File: config.mk
export PLATFORM = sky130hd
export DESIGN_NAME = intr_entry_ctrl
export DESIGN_NICKNAME = d
export VERILOG_FILES = /design/src/rtl/intr_entry_pkg.sv /design/src/rtl/intr_enable_flops.sv /design/src/rtl/intr_pending.sv /design/src/rtl/intr_target_calc.sv /design/src/rtl/intr_entry_ctrl.sv
export SDC_FILE = /design/constraint.sdc
export NUM_CORES = 1
export LEC_CHECK = 0
export BUFFER_PORTS_ARGS = -buffer_cell sky130_fd_sc_hd__buf_2
export CORE_UTILIZATION = 39
export DETAILED_ROUTE_END_ITERATION = 8
export HOLD_SLACK_MARGIN = 0.08
export PLACE_DENSITY = 0.64
export SYNTH_ARGS = -nofsm -noshare
export SYNTH_HDL_FRONTEND = slang
export SYNTH_SLANG_ARGS = --single-unit
File: constraint.sdc
create_clock -name clk -period 3.13 [get_ports clk]
set_input_delay 0.626 -clock clk [delete_from_list [all_inputs] [get_ports clk]]
set_output_delay 0.626 -clock clk [all_outputs]
set_load 0.1 [all_outputs]
File: src/rtl/intr_entry_pkg.sv
package intr_entry_pkg;

   typedef enum logic [1:0] {
      MODE_RST   = 2'd0,
      MODE_FIXED = 2'd1,
      MODE_TABLE = 2'd2,
      MODE_SPARE = 2'd3
   } imode_e;

   typedef enum logic [1:0] {
      ENT_NONE = 2'd0,
      ENT_NMI  = 2'd1,
      ENT_MASK = 2'd2
   } entry_e;

   // restart opcode 11ttt111 branches to ttt*8
   function automatic logic [15:0] rst_target(input logic [7:0] opc);
      return {8'h00, 2'b00, opc[5:3], 3'b000};
   endfunction

endpackage

File: src/rtl/intr_enable_flops.sv
module intr_enable_flops
   import intr_entry_pkg::*;
(
   input  logic   clk,
   input  logic   rst_n,
   input  entry_e entry_i,
   input  logic   ei_i,
   input  logic   di_i,
   input  logic   retn_i,
   output logic   live_o,
   output logic   shadow_o
);

   logic live_q, shadow_q;
   logic live_d, shadow_d;

   always_comb begin
      live_d   = live_q;
      shadow_d = shadow_q;
      unique case (entry_i)
         ENT_NMI: begin
            live_d = 1'b0;
         end
         ENT_MASK: begin
            live_d   = 1'b0;
            shadow_d = 1'b0;
         end
         default: begin
            if (di_i) begin
               live_d   = 1'b0;
               shadow_d = 1'b0;
            end else if (ei_i) begin
               live_d   = 1'b1;
               shadow_d = 1'b1;
            end else if (retn_i) begin
               live_d = shadow_q;
            end
         end
      endcase
   end

   always_ff @(posedge clk or negedge rst_n) begin
      if (!rst_n) begin
         live_q   <= 1'b0;
         shadow_q <= 1'b0;
      end else begin
         live_q   <= live_d;
         shadow_q <= shadow_d;
      end
   end

   assign live_o   = live_q;
   assign shadow_o = shadow_q;

endmodule

File: src/rtl/intr_pending.sv
module intr_pending
   import intr_entry_pkg::*;
#(
   parameter int NREQ      = 8,
   parameter bit LOW_FIRST = 1'b1
) (
   input  logic            clk,
   input  logic            rst_n,
   input  logic            nmi_edge_i,
   input  logic [NREQ-1:0] req_set_i,
   input  entry_e          entry_i,
   output logic            nmi_pend_o,
   output logic            any_req_o,
   output logic [NREQ-1:0] grant_o
);

   logic            nmi_q;
   logic [NREQ-1:0] pend_q;
   logic [NREQ-1:0] clr_mask;

   generate
      if (LOW_FIRST) begin : g_low
         logic [NREQ:0] seen;
         assign seen[0] = 1'b0;
         for (genvar i = 0; i < NREQ; i++) begin : g_bit
            assign grant_o[i]  = pend_q[i] & ~seen[i];
            assign seen[i+1]   = seen[i] | pend_q[i];
         end
         assign any_req_o = seen[NREQ];
      end else begin : g_high
         logic [NREQ:0] seen;
         assign seen[NREQ] = 1'b0;
         for (genvar i = 0; i < NREQ; i++) begin : g_bit
            assign grant_o[i] = pend_q[i] & ~seen[i+1];
            assign seen[i]    = seen[i+1] | pend_q[i];
         end
         assign any_req_o = seen[0];
      end
   endgenerate

   assign clr_mask = (entry_i == ENT_MASK) ? grant_o : '0;

   always_ff @(posedge clk or negedge rst_n) begin
      if (!rst_n) begin
         nmi_q  <= 1'b0;
         pend_q <= '0;
      end else begin
         if (nmi_edge_i)
            nmi_q <= 1'b1;
         else if (entry_i == ENT_NMI)
            nmi_q <= 1'b0;
         pend_q <= (pend_q & ~clr_mask) | req_set_i;
      end
   end

   assign nmi_pend_o = nmi_q;

endmodule

File: src/rtl/intr_target_calc.sv
module intr_target_calc
   import intr_entry_pkg::*;
#(
   parameter int          AW         = 16,
   parameter int          CW         = 5,
   parameter logic [15:0] NMI_VEC    = 16'h0066,
   parameter logic [15:0] FIXED_VEC  = 16'h0038,
   parameter int          NMI_COST   = 11,
   parameter int          RST_COST   = 13,
   parameter int          FIXED_COST = 13,
   parameter int          TABLE_COST = 19
) (
   input  entry_e        entry_i,
   input  logic [1:0]    mode_i,
   input  logic          halted_i,
   input  logic [AW-1:0] pc_i,
   input  logic [7:0]    ireg_i,
   input  logic [7:0]    bus_i,
   output logic [AW-1:0] push_o,
   output logic [AW-1:0] target_o,
   output logic          fetch_o,
   output logic [CW-1:0] cost_o
);

   localparam logic [AW-1:0] ONE = AW'(1);

   assign push_o = halted_i ? (pc_i + ONE) : pc_i;

   always_comb begin
      target_o = AW'(FIXED_VEC);
      fetch_o  = 1'b0;
      cost_o   = CW'(FIXED_COST);
      if (entry_i == ENT_NMI) begin
         target_o = AW'(NMI_VEC);
         cost_o   = CW'(NMI_COST);
      end else begin
         unique case (imode_e'(mode_i))
            MODE_RST: begin
               target_o = AW'(rst_target(bus_i));
               cost_o   = CW'(RST_COST);
            end
            MODE_TABLE: begin
               target_o = AW'({ireg_i, bus_i});
               fetch_o  = 1'b1;
               cost_o   = CW'(TABLE_COST);
            end
            default: begin
               target_o = AW'(FIXED_VEC);
               cost_o   = CW'(FIXED_COST);
            end
         endcase
      end
   end

endmodule

File: src/rtl/intr_entry_ctrl.sv
module intr_entry_ctrl
   import intr_entry_pkg::*;
#(
   parameter int          NREQ       = 8,
   parameter int          AW         = 16,
   parameter int          CW         = 5,
   parameter bit          LOW_FIRST  = 1'b1,
   parameter logic [15:0] NMI_VEC    = 16'h0066,
   parameter logic [15:0] FIXED_VEC  = 16'h0038,
   parameter int          NMI_COST   = 11,
   parameter int          RST_COST   = 13,
   parameter int          FIXED_COST = 13,
   parameter int          TABLE_COST = 19
) (
   input  logic            clk,
   input  logic            rst_n,
   input  logic            boundary_i,
   input  logic            nmi_edge_i,
   input  logic [NREQ-1:0] req_set_i,
   input  logic [1:0]      mode_i,
   input  logic            ei_i,
   input  logic            di_i,
   input  logic            retn_i,
   input  logic            halted_i,
   input  logic [AW-1:0]   pc_i,
   input  logic [7:0]      ireg_i,
   input  logic [7:0]      bus_i,
   output logic            take_o,
   output logic [AW-1:0]   push_o,
   output logic [AW-1:0]   newpc_o,
   output logic            fetch_o,
   output logic [CW-1:0]   cost_o,
   output logic            iff2_o,
   output logic [NREQ-1:0] ack_o
);

   localparam int COST_MAX = (1 << CW) - 1;

   generate
      if (NREQ < 1 || NREQ > 32) begin : g_bad_nreq
         $error("intr_entry_ctrl: NREQ must lie in 1..32");
      end
      if (AW < 16) begin : g_bad_aw
         $error("intr_entry_ctrl: AW must be at least 16");
      end
      if (NMI_COST > COST_MAX || RST_COST > COST_MAX ||
          FIXED_COST > COST_MAX || TABLE_COST > COST_MAX) begin : g_bad_cost
         $error("intr_entry_ctrl: a cost does not fit in CW bits");
      end
   endgenerate

   entry_e          entry;
   logic            iff1_q;
   logic            iff2_q;
   logic            nmi_pend;
   logic            any_req;
   logic [NREQ-1:0] grant;
   logic [AW-1:0]   push_d;
   logic [AW-1:0]   target_d;
   logic            fetch_d;
   logic [CW-1:0]   cost_d;

   always_comb begin
      entry = ENT_NONE;
      if (boundary_i) begin
         if (nmi_pend)
            entry = ENT_NMI;
         else if (iff1_q && any_req)
            entry = ENT_MASK;
      end
   end

   intr_enable_flops u_flops (
      .clk      (clk),
      .rst_n    (rst_n),
      .entry_i  (entry),
      .ei_i     (ei_i),
      .di_i     (di_i),
      .retn_i   (retn_i),
      .live_o   (iff1_q),
      .shadow_o (iff2_q)
   );

   intr_pending #(
      .NREQ      (NREQ),
      .LOW_FIRST (LOW_FIRST)
   ) u_pend (
      .clk        (clk),
      .rst_n      (rst_n),
      .nmi_edge_i (nmi_edge_i),
      .req_set_i  (req_set_i),
      .entry_i    (entry),
      .nmi_pend_o (nmi_pend),
      .any_req_o  (any_req),
      .grant_o    (grant)
   );

   intr_target_calc #(
      .AW         (AW),
      .CW         (CW),
      .NMI_VEC    (NMI_VEC),
      .FIXED_VEC  (FIXED_VEC),
      .NMI_COST   (NMI_COST),
      .RST_COST   (RST_COST),
      .FIXED_COST (FIXED_COST),
      .TABLE_COST (TABLE_COST)
   ) u_calc (
      .entry_i  (entry),
      .mode_i   (mode_i),
      .halted_i (halted_i),
      .pc_i     (pc_i),
      .ireg_i   (ireg_i),
      .bus_i    (bus_i),
      .push_o   (push_d),
      .target_o (target_d),
      .fetch_o  (fetch_d),
      .cost_o   (cost_d)
   );

   always_ff @(posedge clk or negedge rst_n) begin
      if (!rst_n) begin
         take_o  <= 1'b0;
         push_o  <= '0;
         newpc_o <= '0;
         fetch_o <= 1'b0;
         cost_o  <= '0;
         ack_o   <= '0;
      end else if (entry != ENT_NONE) begin
         take_o  <= 1'b1;
         push_o  <= push_d;
         newpc_o <= target_d;
         fetch_o <= fetch_d;
         cost_o  <= cost_d;
         ack_o   <= (entry == ENT_MASK) ? grant : '0;
      end else begin
         take_o  <= 1'b0;
         fetch_o <= 1'b0;
         ack_o   <= '0;
      end
   end

   assign iff2_o = iff2_q;

endmodule

==> out/metrics.cfg <==
[die]
die_area_um2=6700
ios=98
start_util_pct=41.3
die_y_um=81.9
rows=28
core-area_um2=6030
die_w_um=81.9

[setup_path]
worstPathRequired_ns=3.35
r2r_setup_slack_ns=0.96
crit_fanout=19
worst_setup_path_end_kind=flop
critPathKind=flop to flop
start_kind=flop
reg2reg_depth=5
r2r-end=newpc_o[1]$_DFFE_PN0N_
r2r-start=u_pend.pend_q[4]$_DFF_PN0_
cp.arrival_ns=2.38

[yosys]
postSynthCellCount=213
synth.largest_area_cell=dfrtp_1
yosys-top-cells-area=dfrtp_1 58%, xnor2_1 4.2%, a22o_1 3.5%
ys.flop_type=dfrtp_1
ys.warnings.count=0
synth_top_area_share_pct=58.3
syn_avg_cell_area_um2=11.7
synthArstFlopShare_pct=100
ys_seq_elements=58
synth_nets=264
ys_seq_area_share_pct=58.3
synth_common_cells=58 x dfrtp_1, 14 x nand3_1, 13 x nor2_1, 13 x o21ai_0, 12 x xnor2_1
syn_area_um2=2490
yosysMostFrequentCell=dfrtp_1
synth_edf_count=0
synth_cell_types=42

[sta]
skew_ns=0.00598
fmax_mhz=461
fin_tns_setup_ns=0
relSlewSlack_pct=66.3
final_max_slew_viol_count=0
hold_ws_ns=0.220
finalCritPeriodShare_pct=69.3
layout_setup_ws_ns=0.962
finalHoldViolCount=0
finalCriticalPeriod_ns=2.17
finalSetupViolCount=0
tightestPinTransition_ns=0.509
rsz0062_at_grt=no

[clock_tree]
clk_path_buf_depth=2
insertion_delay_ns=0.33
ctsHtreeMaxLevel=3
clkSlewWorstSetupHoldPaths_ns=0.06
postCtsSetupBuffers=0
cts.sinks=58
cts_root_buf=clkbuf_8
tritoncts=built
cts.repair.resized=0
cts_buffers=9
holdBufCountCts=0

[power]
power_density_nw_per_um2=610
cellLeakagePower_uw=0.00160
ir_worst_vdd_mv=0.347

[grt]
track_usage_pct=18.5
grt_pass1_wl_mm=9.05
antenna_found_initial=0
grt_pass1_vias=1951
grt_max_degree=25
grt_overflow=0

[layout]
nNetsFinal=366
num_antenna_cells=0
area_growth_pct=29.1
fin_cells=394
drive_gt1_share_pct=39.5

[routing]
dr.pass1.iters=4
ant_nets=0
avgRoutedWirePerCell_um=14.3
vias=2026
drt-total-wl_mm=5.64
via_per_inst=5.14
drc=0
drt_iter0_drc=73

[place]
preCtsSetupSlack_ns=0.936
placed_cells=379
place_congestion=0.759
place_hpwl_mm=4.23
port_buffers=97

[outcome]
status=finished, final reports clean

[hold_path]
hp-class=input pin to asynchronous set/reset pin

[job]
maxCapViolCount=0

-- stage by stage --
stage / power, µW / utilization, % / instance area (µm²)
6_report: 1960 / 53.3 / 3210
5_1_grt: 2040 / 53.3 / 3210
4_1_cts: 1980 / 53.3 / 3210
3_5_place_dp: 1380 / 50.5 / 3040
3_3_place_gp: 1380 / 50.5 / 3040
2_1_floorplan: 1250 / - / 2490
-- power breakdown --
group,total (µW),switching (µW),internal [µW]
sequential,826,28.9,797
clock,595,273,322
combinational,539,436,104
-- cells by family (layout without fill, tap and decap cells) --
logic type	Yosys count	after routing	share of synthesized area (%)
and+or+nand+nor	71	71	15.7
muxes	6	6	3.42
xor gates and xnor gates	14	14	4.93
adders and majority gates	1	1	0.503
DFF	58	58	58.3
AOI/OAI and AO/OA	44	44	13.5
buffers and inverters	19	125	3.57
-- worst max-delay path by stage --
stage / start / to / slack [ns] / cells past startpoint
3_3_place_gp: u_pend.pend_q[0]$_DFF_PN0_ / newpc_o[2]$_DFFE_PN0N_ / 0.99 / 5
6_report: u_pend.pend_q[4]$_DFF_PN0_ / newpc_o[1]$_DFFE_PN0N_ / 0.96 / 5
4_1_cts: u_pend.pend_q[4]$_DFF_PN0_ / newpc_o[1]$_DFFE_PN0N_ / 0.95 / 5
5_1_grt: u_pend.pend_q[0]$_DFF_PN0_ / newpc_o[6]$_DFFE_PN0N_ / 0.85 / 5
2_1_floorplan: boundary_i / cost_o[2]$_DFFE_PN0N_ / 1.19 / 6
3_5_place_dp: boundary_i / push_o[3]$_DFFE_PN0N_ / 0.94 / 6
-- layer usage --
metal	GRT usage, %	part of all wire [%]
met5	0	0
met4	8.77	1.6
met3	5.56	7.4
met2	28.3	45
met1	23.9	46
-- worst max-delay path, stage by stage (launching register included) --
cell and delay [ns]:
dfrtp_1 0.41, or4_1 0.61, o21bai_4 0.43, nor3b_2 0.08, buf_4 0.21, a221o_1 0.31
-- final cells by class --
type	instances	area, µm²
clock buffer	12	155
clock inverter	3	15.0
fill	557	2810
inverter	10	40.0
multi-input combinational	136	948
sequential	58	1450
tap	75	93.8
timing repair buffer	100	508
-- sequential cells by signal, summed over array words and instances (netlist names) --
| signal | count |
|---|---|
| newpc_o | 16 |
| push_o | 16 |
| ack_o | 8 |
| u_pend.pend_q | 8 |
| cost_o | 5 |
| fetch_o | 1 |
| take_o | 1 |
| u_flops.live_o | 1 |
| u_flops.shadow_o | 1 |
| u_pend.nmi_pend_o | 1 |
-- cell usage in the layout, fill, tap and decap left out, drive strengths merged, types with 7 or more instances in the layout --
cell    synthesis  final
nand3          14     14
buf             5    100
a21o            7      7
nor3           11     11
inv            10     10
nor2           14     14
a22o           10     10
dfrtp          58     58
nand2           7      7
clkbuf          4     12
o21ai          13     13
xnor2          12     12
No activity file was read; power rests on OpenSTA's default activity.
